===== src/rtl/mp_rx_pkg.sv =====
// Shared types for the multiprocessor serial receiver.
// Assumes a character never exceeds MAX_DATA bits.
package mp_rx_pkg;
    localparam int unsigned MAX_DATA = 9;
    localparam int unsigned MIN_DATA = 5;

    typedef enum logic [2:0] {
        S_IDLE,
        S_START,
        S_DATA,
        S_MARK,
        S_PAR,
        S_STOP
    } rx_state_e;

    typedef struct packed {
        logic [MAX_DATA-1:0] data;
        logic                frame_err;
        logic                par_err;
        logic                overrun;
    } rx_entry_t;
endpackage


===== src/rtl/rx_line_filter.sv =====
// Line conditioning: synchronizes the serial input and forms a 2-of-3
// majority vote over the three samples ending at the bit centre.
// Assumes: OS_RATE >= 4; phase comes from the frame engine.
module rx_line_filter #(
    parameter int unsigned OS_RATE     = 16,
    parameter int unsigned SYNC_STAGES = 2,
    localparam int unsigned CW         = $clog2(OS_RATE)
) (
    input  logic          clk,
    input  logic          rst_n,
    input  logic          line_in,
    input  logic          tick,
    input  logic [CW-1:0] phase,
    output logic          line_s,
    output logic          vote_vld,
    output logic          vote_bit
);
    localparam int unsigned MID = OS_RATE / 2;

    logic [SYNC_STAGES-1:0] sync_q;
    logic                   samp_a;
    logic                   samp_b;

    // Synchronizer chain, reset to the idle (high) level.
    always_ff @(posedge clk) begin
        if (!rst_n) sync_q <= '1;
        else        sync_q <= {sync_q[SYNC_STAGES-2:0], line_in};
    end

    assign line_s = sync_q[SYNC_STAGES-1];

    // Capture the two samples that precede the centre sample.
    always_ff @(posedge clk) begin
        if (!rst_n) begin
            samp_a <= 1'b1;
            samp_b <= 1'b1;
        end else if (tick) begin
            if (phase == CW'(MID - 2)) samp_a <= line_s;
            if (phase == CW'(MID - 1)) samp_b <= line_s;
        end
    end

    // Majority of the two stored samples and the current one.
    always_comb begin
        vote_vld = tick && (phase == CW'(MID));
        vote_bit = (samp_a & samp_b) | (samp_a & line_s) | (samp_b & line_s);
    end
endmodule


===== src/rtl/rx_frame_engine.sv =====
// Frame sequencer: detects the start edge, walks the start, data,
// marker, parity and first stop bit on filtered votes, and emits a
// one-cycle completion with the character and its checks.
// Assumes: OS_RATE is a power of two; configuration is stable within a frame.
module rx_frame_engine
    import mp_rx_pkg::*;
#(
    parameter int unsigned OS_RATE = 16,
    parameter int unsigned LEN_W   = 3,
    localparam int unsigned CW     = $clog2(OS_RATE),
    localparam int unsigned IW     = $clog2(MAX_DATA)
) (
    input  logic                clk,
    input  logic                rst_n,
    input  logic                tick,
    input  logic                line_s,
    input  logic                vote_vld,
    input  logic                vote_bit,
    input  logic [LEN_W-1:0]    cfg_char_len,
    input  logic                cfg_par_en,
    input  logic                cfg_par_odd,
    input  logic                cfg_mp_en,
    output logic [CW-1:0]       phase,
    output rx_state_e           state,
    output logic                done,
    output logic [MAX_DATA-1:0] done_data,
    output logic                done_mark,
    output logic                done_fe,
    output logic                done_pe
);
    logic [IW-1:0] bit_idx;
    logic [IW-1:0] last_idx;
    logic          par_acc;

    // Index of the final data bit for the configured length.
    always_comb begin
        if (cfg_char_len > LEN_W'(MAX_DATA - MIN_DATA))
            last_idx = IW'(MAX_DATA - 1);
        else
            last_idx = IW'(cfg_char_len) + IW'(MIN_DATA - 1);
    end

    // Bit sequencing and field capture.
    always_ff @(posedge clk) begin
        if (!rst_n) begin
            state     <= S_IDLE;
            phase     <= '0;
            bit_idx   <= '0;
            par_acc   <= 1'b0;
            done      <= 1'b0;
            done_data <= '0;
            done_mark <= 1'b0;
            done_fe   <= 1'b0;
            done_pe   <= 1'b0;
        end else begin
            done <= 1'b0;
            if (tick) begin
                if (state == S_IDLE) begin
                    if (!line_s) begin
                        state <= S_START;
                        phase <= CW'(1);
                    end
                end else begin
                    phase <= phase + CW'(1);
                    if (vote_vld) begin
                        unique case (state)
                            S_START: begin
                                if (vote_bit) begin
                                    state <= S_IDLE;
                                end else begin
                                    state     <= S_DATA;
                                    bit_idx   <= '0;
                                    par_acc   <= 1'b0;
                                    done_data <= '0;
                                    done_mark <= 1'b0;
                                    done_pe   <= 1'b0;
                                end
                            end
                            S_DATA: begin
                                done_data[bit_idx] <= vote_bit;
                                par_acc            <= par_acc ^ vote_bit;
                                if (bit_idx == last_idx) begin
                                    if (cfg_mp_en)       state <= S_MARK;
                                    else if (cfg_par_en) state <= S_PAR;
                                    else                 state <= S_STOP;
                                end else begin
                                    bit_idx <= bit_idx + IW'(1);
                                end
                            end
                            S_MARK: begin
                                done_mark <= vote_bit;
                                state     <= cfg_par_en ? S_PAR : S_STOP;
                            end
                            S_PAR: begin
                                done_pe <= vote_bit ^ par_acc ^ cfg_par_odd;
                                state   <= S_STOP;
                            end
                            S_STOP: begin
                                done    <= 1'b1;
                                done_fe <= ~vote_bit;
                                state   <= S_IDLE;
                            end
                            default: state <= S_IDLE;
                        endcase
                    end
                end
            end
        end
    end
endmodule


===== src/rtl/rx_entry_buf.sv =====
// Receive buffer: a DEPTH-entry circular queue of characters with
// per-entry flags. It can mark the newest entry as overrun.
// Assumes: push and ovr_mark are never raised together; pushes only when not full
// or when a pop happens in the same cycle.
module rx_entry_buf
    import mp_rx_pkg::*;
#(
    parameter int unsigned DEPTH = 2,
    localparam int unsigned PW   = (DEPTH > 1) ? $clog2(DEPTH) : 1,
    localparam int unsigned FW   = $clog2(DEPTH + 1)
) (
    input  logic      clk,
    input  logic      rst_n,
    input  logic      push,
    input  rx_entry_t push_entry,
    input  logic      pop,
    input  logic      ovr_mark,
    output rx_entry_t head,
    output logic [FW-1:0] fill
);
    rx_entry_t     mem [DEPTH];
    logic [PW-1:0] rd_ptr;
    logic [PW-1:0] wr_ptr;
    logic [PW-1:0] newest;
    logic          pop_eff;

    // Wrap-around pointer arithmetic for any depth.
    function automatic logic [PW-1:0] nxt(input logic [PW-1:0] p);
        return (p == PW'(DEPTH - 1)) ? '0 : p + PW'(1);
    endfunction

    always_comb begin
        pop_eff = pop && (fill != '0);
        newest  = (wr_ptr == '0) ? PW'(DEPTH - 1) : wr_ptr - PW'(1);
        head    = mem[rd_ptr];
    end

    // Storage, pointers and occupancy.
    always_ff @(posedge clk) begin
        if (!rst_n) begin
            for (int i = 0; i < DEPTH; i++) mem[i] <= '0;
            rd_ptr <= '0;
            wr_ptr <= '0;
            fill   <= '0;
        end else begin
            if (push) begin
                mem[wr_ptr] <= push_entry;
                wr_ptr      <= nxt(wr_ptr);
            end
            if (ovr_mark) mem[newest].overrun <= 1'b1;
            if (pop_eff) rd_ptr <= nxt(rd_ptr);
            if (push && !pop_eff)      fill <= fill + FW'(1);
            else if (!push && pop_eff) fill <= fill - FW'(1);
        end
    end
endmodule


===== src/rtl/mp_serial_rx.sv =====
// Filtering asynchronous receiver with multiprocessor address filtering.
// Chains line filter, frame engine and receive buffer. It decides which
// completed frames are stored and tracks the address-match window.
// Assumes: os_tick pulses OS_RATE times per bit; ADDR_W <= MAX_DATA.
module mp_serial_rx
    import mp_rx_pkg::*;
#(
    parameter int unsigned OS_RATE = 16,
    parameter int unsigned DEPTH   = 2,
    parameter int unsigned ADDR_W  = 8,
    parameter int unsigned LEN_W   = 3
) (
    input  logic                clk,
    input  logic                rst_n,
    input  logic                rx_line,
    input  logic                os_tick,
    input  logic [LEN_W-1:0]    cfg_char_len,
    input  logic                cfg_par_en,
    input  logic                cfg_par_odd,
    input  logic                cfg_mp_en,
    input  logic [ADDR_W-1:0]   cfg_node_addr,
    input  logic                rd_strobe,
    output logic [MAX_DATA-1:0] rx_data,
    output logic                rx_valid,
    output logic                rx_frame_err,
    output logic                rx_par_err,
    output logic                rx_overrun
);
    localparam int unsigned CW = $clog2(OS_RATE);
    localparam int unsigned FW = $clog2(DEPTH + 1);

    logic                line_s;
    logic                vote_vld;
    logic                vote_bit;
    logic [CW-1:0]       phase;
    rx_state_e           eng_state;
    logic                frm_done;
    logic [MAX_DATA-1:0] frm_data;
    logic                frm_mark;
    logic                frm_fe;
    logic                frm_pe;
    logic                matched;
    logic                store_req;
    logic                accept;
    logic                ovr_mark;
    rx_entry_t           new_entry;
    rx_entry_t           head;
    logic [FW-1:0]       buf_fill;

    rx_line_filter #(.OS_RATE(OS_RATE), .SYNC_STAGES(2)) u_filt (
        .clk      (clk),
        .rst_n    (rst_n),
        .line_in  (rx_line),
        .tick     (os_tick),
        .phase    (phase),
        .line_s   (line_s),
        .vote_vld (vote_vld),
        .vote_bit (vote_bit)
    );

    rx_frame_engine #(.OS_RATE(OS_RATE), .LEN_W(LEN_W)) u_eng (
        .clk          (clk),
        .rst_n        (rst_n),
        .tick         (os_tick),
        .line_s       (line_s),
        .vote_vld     (vote_vld),
        .vote_bit     (vote_bit),
        .cfg_char_len (cfg_char_len),
        .cfg_par_en   (cfg_par_en),
        .cfg_par_odd  (cfg_par_odd),
        .cfg_mp_en    (cfg_mp_en),
        .phase        (phase),
        .state        (eng_state),
        .done         (frm_done),
        .done_data    (frm_data),
        .done_mark    (frm_mark),
        .done_fe      (frm_fe),
        .done_pe      (frm_pe)
    );

    // Address window: opened by a clean matching address, closed by any other.
    always_ff @(posedge clk) begin
        if (!rst_n)                  matched <= 1'b0;
        else if (!cfg_mp_en)         matched <= 1'b0;
        else if (frm_done && frm_mark)
            matched <= !frm_fe && !frm_pe && (frm_data[ADDR_W-1:0] == cfg_node_addr);
    end

    // Store decision and overrun detection.
    always_comb begin
        store_req = frm_done && (!cfg_mp_en || (!frm_mark && matched));
        accept    = store_req && ((buf_fill != FW'(DEPTH)) || (rd_strobe && buf_fill != '0));
        ovr_mark  = store_req && !accept;
        new_entry = '{data: frm_data, frame_err: frm_fe, par_err: frm_pe, overrun: 1'b0};
    end

    rx_entry_buf #(.DEPTH(DEPTH)) u_buf (
        .clk        (clk),
        .rst_n      (rst_n),
        .push       (accept),
        .push_entry (new_entry),
        .pop        (rd_strobe),
        .ovr_mark   (ovr_mark),
        .head       (head),
        .fill       (buf_fill)
    );

    // Present the oldest entry, zero when empty.
    always_comb begin
        rx_valid     = (buf_fill != '0);
        rx_data      = rx_valid ? head.data : '0;
        rx_frame_err = rx_valid && head.frame_err;
        rx_par_err   = rx_valid && head.par_err;
        rx_overrun   = rx_valid && head.overrun;
    end
endmodule


===== config.mk =====
export PLATFORM = sky130hd
export DESIGN_NAME = mp_serial_rx
export DESIGN_NICKNAME = d
export VERILOG_FILES = /design/src/rtl/mp_rx_pkg.sv /design/src/rtl/rx_line_filter.sv /design/src/rtl/rx_frame_engine.sv /design/src/rtl/rx_entry_buf.sv /design/src/rtl/mp_serial_rx.sv
export SDC_FILE = /design/constraint.sdc
export NUM_CORES = 1
export LEC_CHECK = 0
export ABC_AREA = 0
export BUFFER_PORTS_ARGS = -buffer_cell sky130_fd_sc_hd__buf_2
export CORE_UTILIZATION = 46
export CTS_BUF_LIST = sky130_fd_sc_hd__clkbuf_2
export DETAILED_ROUTE_END_ITERATION = 7
export GPL_ROUTABILITY_DRIVEN = 0
export SLEW_MARGIN = 20
export SYNTH_ARGS = -nofsm -noshare
export SYNTH_HDL_FRONTEND = slang
export SYNTH_HIERARCHICAL = 1
export SYNTH_SLANG_ARGS = --single-unit

===== constraint.sdc =====
create_clock -name clk -period 3.15 [get_ports clk]
set_input_delay 0.63 -clock clk [delete_from_list [all_inputs] [get_ports clk]]
set_output_delay 0.63 -clock clk [all_outputs]
set_load 0.01 [all_outputs]

==> flow_metrics.py <==
metrics = {
    "critical_path": {
        "worstPathMaxFanout": 12,
        "critPathSlowestCell": "dfxtp_1",
        "cp-end-kind": "primary output",
        "cp_slowest_stage_delay_ns": 0.72,
        "cp_cell_sequence": "mux2_2, nor2b_1, buf_2",
        "startpoint_type": "flip-flop",
        "arrival_ns": 1.91,
        "path_class": "reg2out",
        "worstPathRequired_ns": 2.52,
    },
    "detailed_routing": {
        "routedWlPerCell_um": 14.4,
        "wirelength_um": 6340,
        "drtIter0Drc": 108,
        "first_pass_iters": 6,
        "wl_met1_um": 3060,
        "dr_wl_met2_um": 3030,
        "top_layer_used": "met4",
        "drc_errors": 8,
        "viasPerCell": 5.32,
        "wl_met3_um": 180,
        "route.vias.total": 2344,
        "ant_nets": 0,
    },
    "clocking": {
        "cts_max_level": 3,
        "cts_tree": "built",
        "clock_latency_ns": 0.47,
        "postCtsSetupBuffers": 0,
        "cts-root-buf": "clkbuf_2",
        "cts-buffers-inserted": 9,
        "path_clk_slew_ns": 0.17,
        "cts.repair.resized": 0,
        "clock_path_buffers": 2,
        "cts_sinks": 59,
        "hold_buffers": 0,
    },
    "timing": {
        "hold_viol": 0,
        "rsz0062_at_grt": "no",
        "fin_ws_ns": 0.613,
        "tns_ns": 0,
        "worst_pin_slew_ns": 0.746,
        "setup_viol": 0,
        "relSlewSlack_pct": 50.1,
        "hold_ws_ns": 0.340,
        "skew_ns": 0.0242,
        "drv_slew": 0,
        "period_share_pct": 80.6,
        "fmax_mhz": 394,
        "period_needed_ns": 2.54,
    },
    "global_routing": {
        "grt_pass1_vias": 2222,
        "grt_usage_pct": 19.1,
        "grt_max_degree": 29,
        "grt_overflow": 0,
        "grt_pass1_wl_um": 10600,
        "grt_antenna_before_repair": 0,
    },
    "place": {
        "dp.cells": 425,
        "dp_worst_setup_slack_ns": 0.413,
        "postPlaceCellArea_um2": 3290,
        "io_buffers": 31,
        "hpwl_um": 4450,
    },
    "yosys": {
        "ys.flop_type": "dfxtp_1",
        "synth.yosys.warnings": 6,
        "syn_inst": 330,
        "netlist_area_um2": 3090,
        "synth-adder-area-share_pct": 2.76,
        "ys_ff_latch": 59,
        "ys_seq_area_share_pct": 45.4,
        "synth_top_family_by_area": "simple AND/OR/NAND/NOR gates",
        "synth-edff-count": 22,
        "synth.area.mux_share_pct": 7.62,
        "synth.avg_cell_area_um2": 9.36,
        "synth_compound_area_share_pct": 10.5,
        "synth-simple-area-share_pct": 25.7,
        "ys_async_sr_fraction_pct": 0,
        "synth_xor_area_share_pct": 3.97,
        "syn-num-nets": 355,
        "synth_cell_type_count": 56,
    },
    "die": {
        "dieWidth_um": 83.9,
        "coreArea_um2": 6420,
        "fp.dieH_um": 83.9,
        "die_area_um2": 7040,
        "io_pins": 32,
        "initial_core_util_pct": 48.1,
        "fp-row-count": 29,
    },
    "cells_and_area": {
        "syn2layout_area_growth_pct": 11.4,
        "fillers": 620,
        "layout-drive-gt1-share_pct": 18.7,
        "fin_cells": 441,
        "antenna_cells": 0,
        "multi_input_area_um2": 1570,
        "layout_common_cells": "42 x nor2_1, 37 x dfxtp_1, 36 x nand2_1",
        "finalInstanceArea_um2": 3440,
        "nets": 384,
        "ff_latch_area_um2": 1400,
        "fin_util_pct": 53.6,
        "final_common_cell": "nor2_1",
    },
    "pwr": {
        "combPwrFrac_pct": 8.6,
        "power_leakage_nw": 1.37,
        "swShare_pct": 24.2,
        "clockPowerShare_pct": 38.7,
        "pwr-share-seq_pct": 52.7,
        "irDropWorstVdd_mv": 0.281,
        "finalPower_mw": 1.59,
        "p_int_mw": 1.21,
        "power_density_nw_per_um2": 463,
        "p_sw_mw": 0.385,
    },
    "outcome": {
        "failed_checks": "DRC",
        "status": "complete, but fails checks",
    },
    "hold_path": {
        "hold_class": "in2reg",
    },
    "job": {
        "cap_violations": 0,
    },
}
==> synth_stat cells, types with 2 or more instances <==
master / instances / area [um2]
nor2_1: 42 / 158
dfxtp_1: 37 / 741
nand2_1: 36 / 135
edfxtp_1: 22 / 661
mux2_2: 12 / 135
inv_1: 11 / 41.3
nor2b_1: 11 / 68.8
and2_1: 10 / 62.6
mux2i_1: 10 / 100
o21ai_0: 10 / 50.1
clkbuf_1: 9 / 33.8
nand3_1: 9 / 45.0
xnor2_1: 9 / 78.8
and2b_1: 7 / 52.6
buf_2: 6 / 30.0
ha_1: 6 / 75.1
nand2b_1: 6 / 37.5
nand4_1: 6 / 37.5
or3_1: 6 / 37.5
a21oi_1: 5 / 25.0
o21a_1: 5 / 37.5
o21ai_1: 5 / 25.0
xor2_1: 5 / 43.8
and3_1: 4 / 25.0
nor3_1: 3 / 15.0
nor4_1: 3 / 18.8
a22oi_1: 2 / 15.0
and3b_1: 2 / 17.5
nor3b_1: 2 / 15.0
o311a_1: 2 / 20.0
o311ai_1: 2 / 17.5
==> worst max-delay path, delay by kind of cell, from the launching register on <==
kind	cells	cell delay (ns)
muxes	1	0.41
buffers and inverters	1	0.17
and+or+nand+nor	1	0.13
DFF	1	0.72
==> area by class of cell <==
cell class              count  share of cell area, %
flip-flops and latches     59                   40.7
well taps                  77                   2.80
repair buffers             34                   5.16
multi-input cells         243                   45.5
clock buffers              10                   1.45
clock inverters             6                   3.02
inverters                  12                   1.31
==> path summary, 6_finish.rpt <==
check / startpoint / slack [ns] / endpoint / cells past startpoint
setup / recovery: flip-flop / 0.61 / rx_par_err / 3
hold / removal: rx_line / 0.34 / u_filt/sync_q[0]$_SDFF_PN1_ / 2
setup reg to reg: u_eng/phase[0]$_SDFFE_PN0P_ / 0.70 / u_eng/done_data[3]$_SDFFE_PN0P_ / 6
hold reg to reg: u_filt/sync_q[0]$_SDFF_PN1_ / 0.43 / u_filt/sync_q[1]$_SDFF_PN1_ / 1
==> layer usage <==
layer,vias to the layer above,track usage [%]
met3,8,3.76
met2,36,31.8
li1,1208,-
met4,0,8.46
met5,-,0
met1,1092,23.8
==> power groups by stage <==
stage	Clock (mW)	Combinational [mW]	Sequential (mW)
floorplan	0	0.109	0.844
global placement	0	0.135	0.856
detailed placement	0	0.138	0.857
CTS	0.630	0.138	0.841
global route	0.662	0.151	0.845
finish	0.617	0.136	0.840
==> kinds of logic (layout without fill, tap and decap cells) <==
family / after synthesis / after routing
fa+ha+maj: 7 / 7
other cells: 1 / 1
compound gates: 46 / 46
buf+inv: 28 / 62
flops: 59 / 59
simple gates: 153 / 153
mux: 22 / 22
xor+xnor: 14 / 14
==> registers in the layout, indices dropped and copies added, names as in the netlist, named ones only <==
register and flops:
u_eng/done_data 9, u_eng/bit_idx 4, u_eng/done_pe 1, u_filt/samp_a 1
u_buf/fill 2, u_buf/wr_ptr 1, u_buf/rd_ptr 1, u_eng/done 1
u_filt/samp_b 1, u_buf/mem 24, u_eng/par_acc 1, u_eng/done_fe 1
u_eng/done_mark 1, u_filt/sync_q 2, u_eng/phase 4, u_eng/state 3
matched 1
No activity file was read; power rests on OpenSTA's default activity.
